--- src/rtl/irq_seq_pkg.sv ---
package irq_seq_pkg;

  localparam int VEC_W  = 8;
  localparam int DESC_W = 64;
  localparam logic [VEC_W-1:0] GP_VEC = 8'd13;

  typedef enum logic [2:0] {
    S_IDLE,
    S_PUSH,
    S_FREQ,
    S_FWAIT,
    S_REDIR,
    S_POP,
    S_RDONE
  } seq_state_t;

  // Gate descriptor layout, most significant field first
  typedef struct packed {
    logic [15:0] off_hi;
    logic [15:0] attr;
    logic [15:0] sel;
    logic [15:0] off_lo;
  } gate_desc_t;

  // Vectors whose entry pushes an error code as the last word
  function automatic logic vec_has_err(input logic [VEC_W-1:0] v);
    case (v)
      8'd8, 8'd10, 8'd11, 8'd12, 8'd13, 8'd14, 8'd17: return 1'b1;
      default: return 1'b0;
    endcase
  endfunction

endpackage

--- src/rtl/irq_prio_arb.sv ---
module irq_prio_arb
  import irq_seq_pkg::*;
#(
  parameter int NCLS     = 8,
  parameter int MASK_CLS = 5
) (
  input  logic [NCLS-1:0]            req,
  input  logic [NCLS-1:0][VEC_W-1:0] req_vec,
  input  logic                       ie,
  output logic                       hit,
  output logic [NCLS-1:0]            grant,
  output logic [VEC_W-1:0]           vec
);

  logic [NCLS-1:0] elig;

  for (genvar g = 0; g < NCLS; g++) begin : g_elig
    if (g == MASK_CLS) begin : g_masked
      assign elig[g] = req[g] & ie;
    end else begin : g_plain
      assign elig[g] = req[g];
    end
  end

  // Scan from least to most urgent so the lowest index wins
  always_comb begin
    hit   = 1'b0;
    grant = '0;
    vec   = '0;
    for (int i = NCLS - 1; i >= 0; i--) begin
      if (elig[i]) begin
        hit      = 1'b1;
        grant    = '0;
        grant[i] = 1'b1;
        vec      = req_vec[i];
      end
    end
  end

endmodule

--- src/rtl/irq_tbl_index.sv ---
module irq_tbl_index
  import irq_seq_pkg::*;
#(
  parameter int ADDR_W = 32,
  parameter int LIM_W  = 16
) (
  input  logic [ADDR_W-1:0] base,
  input  logic [LIM_W-1:0]  limit,
  input  logic [VEC_W-1:0]  vec,
  output logic [ADDR_W-1:0] addr,
  output logic              in_range
);

  localparam int OFF_W = VEC_W + 3;
  localparam int CMP_W = (LIM_W > OFF_W) ? LIM_W : OFF_W;

  logic [OFF_W-1:0] first_byte;
  logic [OFF_W-1:0] last_byte;

  assign first_byte = {vec, 3'b000};
  assign last_byte  = {vec, 3'b111};
  assign addr       = base + ADDR_W'(first_byte);
  assign in_range   = CMP_W'(last_byte) <= CMP_W'(limit);

endmodule

--- src/rtl/irq_entry_seq.sv ---
module irq_entry_seq
  import irq_seq_pkg::*;
#(
  parameter int NCLS     = 8,
  parameter int MASK_CLS = 5,
  parameter int ADDR_W   = 32,
  parameter int DATA_W   = 32,
  parameter int LIM_W    = 16
) (
  input  logic                  clk,
  input  logic                  rst,
  input  logic [NCLS-1:0]       req,
  input  logic [NCLS*VEC_W-1:0] req_vec_flat,
  input  logic                  if_flag,
  input  logic [DATA_W-1:0]     err_code,
  input  logic [DATA_W-1:0]     cur_ss,
  input  logic [DATA_W-1:0]     cur_flags,
  input  logic [DATA_W-1:0]     cur_cs,
  input  logic [DATA_W-1:0]     cur_eip,
  input  logic [ADDR_W-1:0]     tbl_base,
  input  logic [LIM_W-1:0]      tbl_limit,
  input  logic                  ret_req,
  output logic [NCLS-1:0]       ack,
  output logic                  busy,
  output logic                  mem_rd_req,
  output logic [ADDR_W-1:0]     mem_rd_addr,
  input  logic                  mem_rd_valid,
  input  logic [DESC_W-1:0]     mem_rd_data,
  output logic                  stk_push,
  output logic [DATA_W-1:0]     stk_wdata,
  output logic                  stk_pop,
  input  logic [DATA_W-1:0]     stk_rdata,
  output logic                  redir_valid,
  output logic [VEC_W-1:0]      redir_vec,
  output logic [15:0]           redir_sel,
  output logic [31:0]           redir_off,
  output logic [15:0]           redir_attr,
  output logic                  ret_valid,
  output logic [DATA_W-1:0]     ret_eip,
  output logic [DATA_W-1:0]     ret_cs,
  output logic [DATA_W-1:0]     ret_flags,
  output logic [DATA_W-1:0]     ret_ss
);

  localparam int NWORD_MAX = 5;
  localparam int NPOP      = 4;
  localparam int CNT_W     = $clog2(NWORD_MAX + 1);

  seq_state_t                 state;
  logic [CNT_W-1:0]           cnt;
  logic [CNT_W-1:0]           nwords;
  logic [VEC_W-1:0]           vec_q;
  logic [ADDR_W-1:0]          addr_q;
  logic [DATA_W-1:0]          wbuf [0:NWORD_MAX-1];
  logic [DATA_W-1:0]          rbuf [0:NPOP-1];
  logic [1:0]                 ridx;
  logic                       pop_d;
  logic [NCLS-1:0]            ack_q;
  logic                       busy_q;
  logic [VEC_W-1:0]           rvec_q;
  logic [15:0]                rsel_q;
  logic [31:0]                roff_q;
  logic [15:0]                rattr_q;

  logic [NCLS-1:0][VEC_W-1:0] cls_vec;
  logic                       arb_hit;
  logic [NCLS-1:0]            arb_grant;
  logic [VEC_W-1:0]           arb_vec;
  logic [VEC_W-1:0]           idx_vec;
  logic [ADDR_W-1:0]          idx_addr;
  logic                       idx_ok;
  gate_desc_t                 desc;

  assign cls_vec = req_vec_flat;
  assign desc    = mem_rd_data;

  irq_prio_arb #(
    .NCLS     (NCLS),
    .MASK_CLS (MASK_CLS)
  ) u_arb (
    .req     (req),
    .req_vec (cls_vec),
    .ie      (if_flag),
    .hit     (arb_hit),
    .grant   (arb_grant),
    .vec     (arb_vec)
  );

  // In idle the index unit checks the candidate, afterwards it addresses the latched vector
  assign idx_vec = (state == S_IDLE) ? arb_vec : vec_q;

  irq_tbl_index #(
    .ADDR_W (ADDR_W),
    .LIM_W  (LIM_W)
  ) u_idx (
    .base     (tbl_base),
    .limit    (tbl_limit),
    .vec      (idx_vec),
    .addr     (idx_addr),
    .in_range (idx_ok)
  );

  always_ff @(posedge clk) begin
    if (rst) begin
      state   <= S_IDLE;
      cnt     <= '0;
      nwords  <= '0;
      vec_q   <= '0;
      addr_q  <= '0;
      ridx    <= '0;
      pop_d   <= 1'b0;
      ack_q   <= '0;
      busy_q  <= 1'b0;
      rvec_q  <= '0;
      rsel_q  <= '0;
      roff_q  <= '0;
      rattr_q <= '0;
    end else begin
      ack_q <= '0;
      pop_d <= stk_pop;
      case (state)
        S_IDLE: begin
          if (arb_hit) begin
            wbuf[0] <= cur_ss;
            wbuf[1] <= cur_flags;
            wbuf[2] <= cur_cs;
            wbuf[3] <= cur_eip;
            if (idx_ok) begin
              vec_q   <= arb_vec;
              wbuf[4] <= err_code;
              nwords  <= vec_has_err(arb_vec) ? CNT_W'(5) : CNT_W'(4);
            end else begin
              vec_q   <= GP_VEC;
              wbuf[4] <= DATA_W'({arb_vec, 3'b010});
              nwords  <= CNT_W'(5);
            end
            ack_q  <= arb_grant;
            busy_q <= 1'b1;
            cnt    <= '0;
            state  <= S_PUSH;
          end else if (ret_req) begin
            busy_q <= 1'b1;
            cnt    <= '0;
            ridx   <= '0;
            state  <= S_POP;
          end
        end
        S_PUSH: begin
          addr_q <= idx_addr;
          cnt    <= cnt + 1'b1;
          if (cnt == nwords - 1'b1) state <= S_FREQ;
        end
        S_FREQ: state <= S_FWAIT;
        S_FWAIT: begin
          if (mem_rd_valid) begin
            rvec_q  <= vec_q;
            rsel_q  <= desc.sel;
            roff_q  <= {desc.off_hi, desc.off_lo};
            rattr_q <= desc.attr;
            state   <= S_REDIR;
          end
        end
        S_REDIR: begin
          busy_q <= 1'b0;
          state  <= S_IDLE;
        end
        S_POP: begin
          if (cnt != CNT_W'(NPOP)) cnt <= cnt + 1'b1;
          if (pop_d) begin
            rbuf[ridx] <= stk_rdata;
            ridx       <= ridx + 1'b1;
            if (ridx == 2'd3) state <= S_RDONE;
          end
        end
        S_RDONE: begin
          busy_q <= 1'b0;
          state  <= S_IDLE;
        end
        default: state <= S_IDLE;
      endcase
    end
  end

  assign ack         = ack_q;
  assign busy        = busy_q;
  assign stk_push    = (state == S_PUSH);
  assign stk_wdata   = wbuf[cnt];
  assign stk_pop     = (state == S_POP) && (cnt != CNT_W'(NPOP));
  assign mem_rd_req  = (state == S_FREQ);
  assign mem_rd_addr = addr_q;
  assign redir_valid = (state == S_REDIR);
  assign redir_vec   = rvec_q;
  assign redir_sel   = rsel_q;
  assign redir_off   = roff_q;
  assign redir_attr  = rattr_q;
  assign ret_valid   = (state == S_RDONE);
  assign ret_eip     = rbuf[0];
  assign ret_cs      = rbuf[1];
  assign ret_flags   = rbuf[2];
  assign ret_ss      = rbuf[3];

endmodule

--- config.mk ---
export PLATFORM = sky130hd
export DESIGN_NAME = irq_entry_seq
export DESIGN_NICKNAME = d
export VERILOG_FILES = /design/src/rtl/irq_seq_pkg.sv /design/src/rtl/irq_prio_arb.sv /design/src/rtl/irq_tbl_index.sv /design/src/rtl/irq_entry_seq.sv
export SDC_FILE = /design/constraint.sdc
export NUM_CORES = 1
export LEC_CHECK = 0
export ABC_AREA = 1
export BUFFER_PORTS_ARGS = -buffer_cell sky130_fd_sc_hd__buf_4
export CORE_AREA = 2 2 256 258
export CTS_BUF_LIST = sky130_fd_sc_hd__clkbuf_4 sky130_fd_sc_hd__clkbuf_8
export CTS_CLUSTER_SIZE = 30
export DETAILED_ROUTE_END_ITERATION = 7
export DIE_AREA = 0 0 258 260
export GPL_ROUTABILITY_DRIVEN = 0
export HOLD_SLACK_MARGIN = 0.08
export SYNTH_ARGS = -nofsm -noshare
export SYNTH_HDL_FRONTEND = slang
export SYNTH_SLANG_ARGS = --single-unit
--- constraint.sdc ---
create_clock -name clk -period 2.6 [get_ports clk]
set_input_delay 0.13 -clock clk [delete_from_list [all_inputs] [get_ports clk]]
set_output_delay 0.13 -clock clk [all_outputs]
set_load 0.005 [all_outputs]
==> metrics <==
first drt pass iteration count 6; HP Class in2reg; Sink Count 423; via count 17,500; Worst Hold Launch req_vec_flat[16]; fraction of layout cells with a size suffix above 1 0.377; ys flop type edfxtp_1; WL/cell 19.0 um; Clk pwr share 0.333; start point of the critical path state[0]; Avg Synthesized Cell Area 10.2 um^2; Slew headroom 0.426; DIE AREA 0.0671 mm^2; max-slew violations 0; Fill cells 5,761; skew final 0.0599 ns; vias in the first global route 17,900; worst r2r path cells 19; synthesized area 0.0173 mm^2; Synth warnings 0; Final Hold Fails 0; Switching Share 0.293; cell mode on critical path nor2_4; largest net degree at the start of global routing 66; Endpoint, Worst Hold wbuf[4][3]; core area 0.0641 mm^2; Post-Syn Nets 2,101; input/output buffers 658; number of max-cap violations 0; crit share post-route 1.03; clk slew on worst S/H paths 0.06 ns; initial antenna violation count 11; Initial Util 0.270; placed instance count 3,228; WP data required 3.01 ns; CP max stage cell dfxtp_2; critical path's largest stage delay 0.33 ns; area of the multi-input gates 0.00591 mm^2; RSZ-0062 raised after global routing yes; setup tns final -0.750 ns; critical path, cell by cell nor2_4 -> inv_2 -> nor2_4 -> inv_4 -> buf_12 -> o21ai_4 -> ha_1 -> inv_1 -> or2_2 -> nor3_2 -> nand2_1 -> nand2_2 -> nand2_2 -> nand2_4 -> nor2_4 -> buf_6 -> clkbuf_16 -> nand2_4 -> o21ai_2; GRT Overall Usage 0.198; CP Class reg2reg; die height 260 um; Seq. cell area 0.0111 mm^2; # rows 93; Critical Path AT 3.08 ns; H-tree lvl count 3; switching power 5.68 mW; Async S/R FF share, synth 0; failing checks negative setup slack; sequential power share 0.411; worst setup margin -0.0695 ns; First DRT Iteration DRCs 1,399; Post-Synthesis Cells 1,697; final hold slack 0.153 ns; Setup Viol. Count Final 22; Power Internal 13.7 mW; Final Critical Period 2.67 ns; power density cells 643 mW/mm^2; Cell variety after synth 55; Final ANT Viol Nets 0; Clk Tree Root Cell clkbuf_8; final WL 71,600 um; CP Max Fanout 8; fin cells 3,764; Reg2Reg Launch Point state[0]; total leakage power 12.8 nW; maximum VDD drop 412 uV; io pins 659; most frequent cells in the layout 757 x buf_4, 350 x dlygate4sd3_1, 269 x nand2_1, 264 x edfxtp_1, 157 x nor2_1; commonest non-fill, non-tap cell in the layout buf_4; run status complete, but fails checks; first-pass GRT wire length 103,000 um; Final HPWL DP 47,200 um; Area Growth Syn to Fin 74.4%; worst slew pin tran 0.857 ns; total power 19.4 mW; post-synthesis sequential area ratio 0.643; combinational power share 0.255; FF-to-FF setup slack -0.07 ns; DRC Markers 0; Worst Hold Depth 6; Nets 3,248; EDFF count, synth 264; maximum buffer depth of the clock tree 3; Overflow after GRT 0; Worst setup EP type flop; FF-to-FF End wbuf[4][8]; fmax 375 MHz; die width 258 um; vias per cell 4.64; clk_lat worst skew 0.69 ns; CP Launch Type flop; TritonCTS buffer count 76; post-synthesis register bit count 423; CTS tree done
registers in the layout, indices dropped and copies added, names as in the netlist, 3 cells and up, named ones only:
signal and count:
wbuf 160, rbuf 128, mem_rd_addr 32, redir_off 32, redir_attr 16, redir_sel 16, ack 8, redir_vec 8
vec_q 8, cnt 3, state 3
cell families after synthesis:
kind of cell | count (synthesis) | synth area share
AND/OR/NAND/NOR | 673 | 0.169
buffers and inverters | 225 | 0.0540
flip-flops | 423 | 0.643
XOR/XNOR | 14 | 0.00710
adder cells (fa/ha/maj) | 23 | 0.0171
AO/OA/AOI/OAI | 339 | 0.110
metrics by stage:
step | worst slack, ns | area [um^2] | utilization
final | -0.0695 | 30100 | 0.470
after detailed placement | -0.312 | 23800 | 0.372
after CTS | -0.00133 | 29200 | 0.456
after global routing | -0.197 | 30100 | 0.470
after floorplan | -0.227 | 17300 | -
after global placement | -0.237 | 23800 | 0.372
power by group through the flow:
| stage | logic, mW | registers [mW] | clock network, mW |
|---|---|---|---|
| floorplan | 1.75 | 8.03 | 0 |
| global placement | 3.58 | 8.05 | 0 |
| detailed placement | 3.64 | 8.06 | 0 |
| CTS | 4.29 | 7.93 | 6.62 |
| global route | 5.31 | 8.00 | 6.92 |
| finish | 4.94 | 7.96 | 6.45 |
worst max-delay path by stage:
stage	to	slack, ns	depth (start not counted)
floorplan	rbuf[0][0]	-0.23	6
global placement	mem_rd_addr[29]	-0.24	22
detailed placement	wbuf[4][4]	-0.31	20
CTS	mem_rd_addr[27]	-0.001	19
global route	wbuf[4][19]	-0.20	19
finish	wbuf[4][8]	-0.07	19
cell usage after synthesis, drive strengths merged (5+ instances only):
library cell,instances,share of area
nand2,319,0.071
edfxtp,264,0.46
nor2,178,0.042
dfxtp,159,0.18
o21ai,157,0.047
inv,142,0.031
nand3,132,0.039
a21oi,108,0.031
clkbuf,46,0.010
buf,34,0.012
o22ai,26,0.0094
ha,22,0.016
o211ai,17,0.0082
o21bai,11,0.0048
or2,11,0.0040
xor2,11,0.0056
nand4,10,0.0036
nor3,9,0.0029
a31oi,8,0.0029
nor4,7,0.0038
nand3b,5,0.0022
layout make-up:
cell class	instances	area share
Sequential cell	423	0.369
Timing Repair Buffer	1149	0.328
Multi-Input combinational cell	1049	0.196
Clock buffer	114	0.0471
Tap cell	855	0.0355
Inverter	145	0.0183
Clock inverter	19	0.00515
Antenna cell	10	0.000830
critical path: cells and delay by family, from the launching register on:
kind                     cells  cell delay (ns)
adder cells (fa/ha/maj)      1             0.13
buffers and inverters        6             0.64
AND/OR/NAND/NOR             10             1.12
AO/OA/AOI/OAI                2             0.20
flip-flops                   1             0.33
layer usage:
metal	share of wire	vias to the layer above	global-route usage
li1	-	8135	-
met1	0.38	8278	0.226
met2	0.50	860	0.343
met3	0.088	175	0.0588
met4	0.037	4	0.0864
met5	0.00038	-	0
repair_timing:
| item | 4_1_cts | 5_1_grt |
|---|---|---|
| hold endpoints to repair | 415 | 1 |
| pin swaps | 16 | 49 |
| resized for setup | 47 | 156 |
| gates cloned | 2 | 6 |
| setup endpoints to repair | 63 | 104 |
| hold buffers | 356 | 1 |
| buffers inserted | 10 | 23 |
Note: power is estimated with default switching activity, not from simulation.
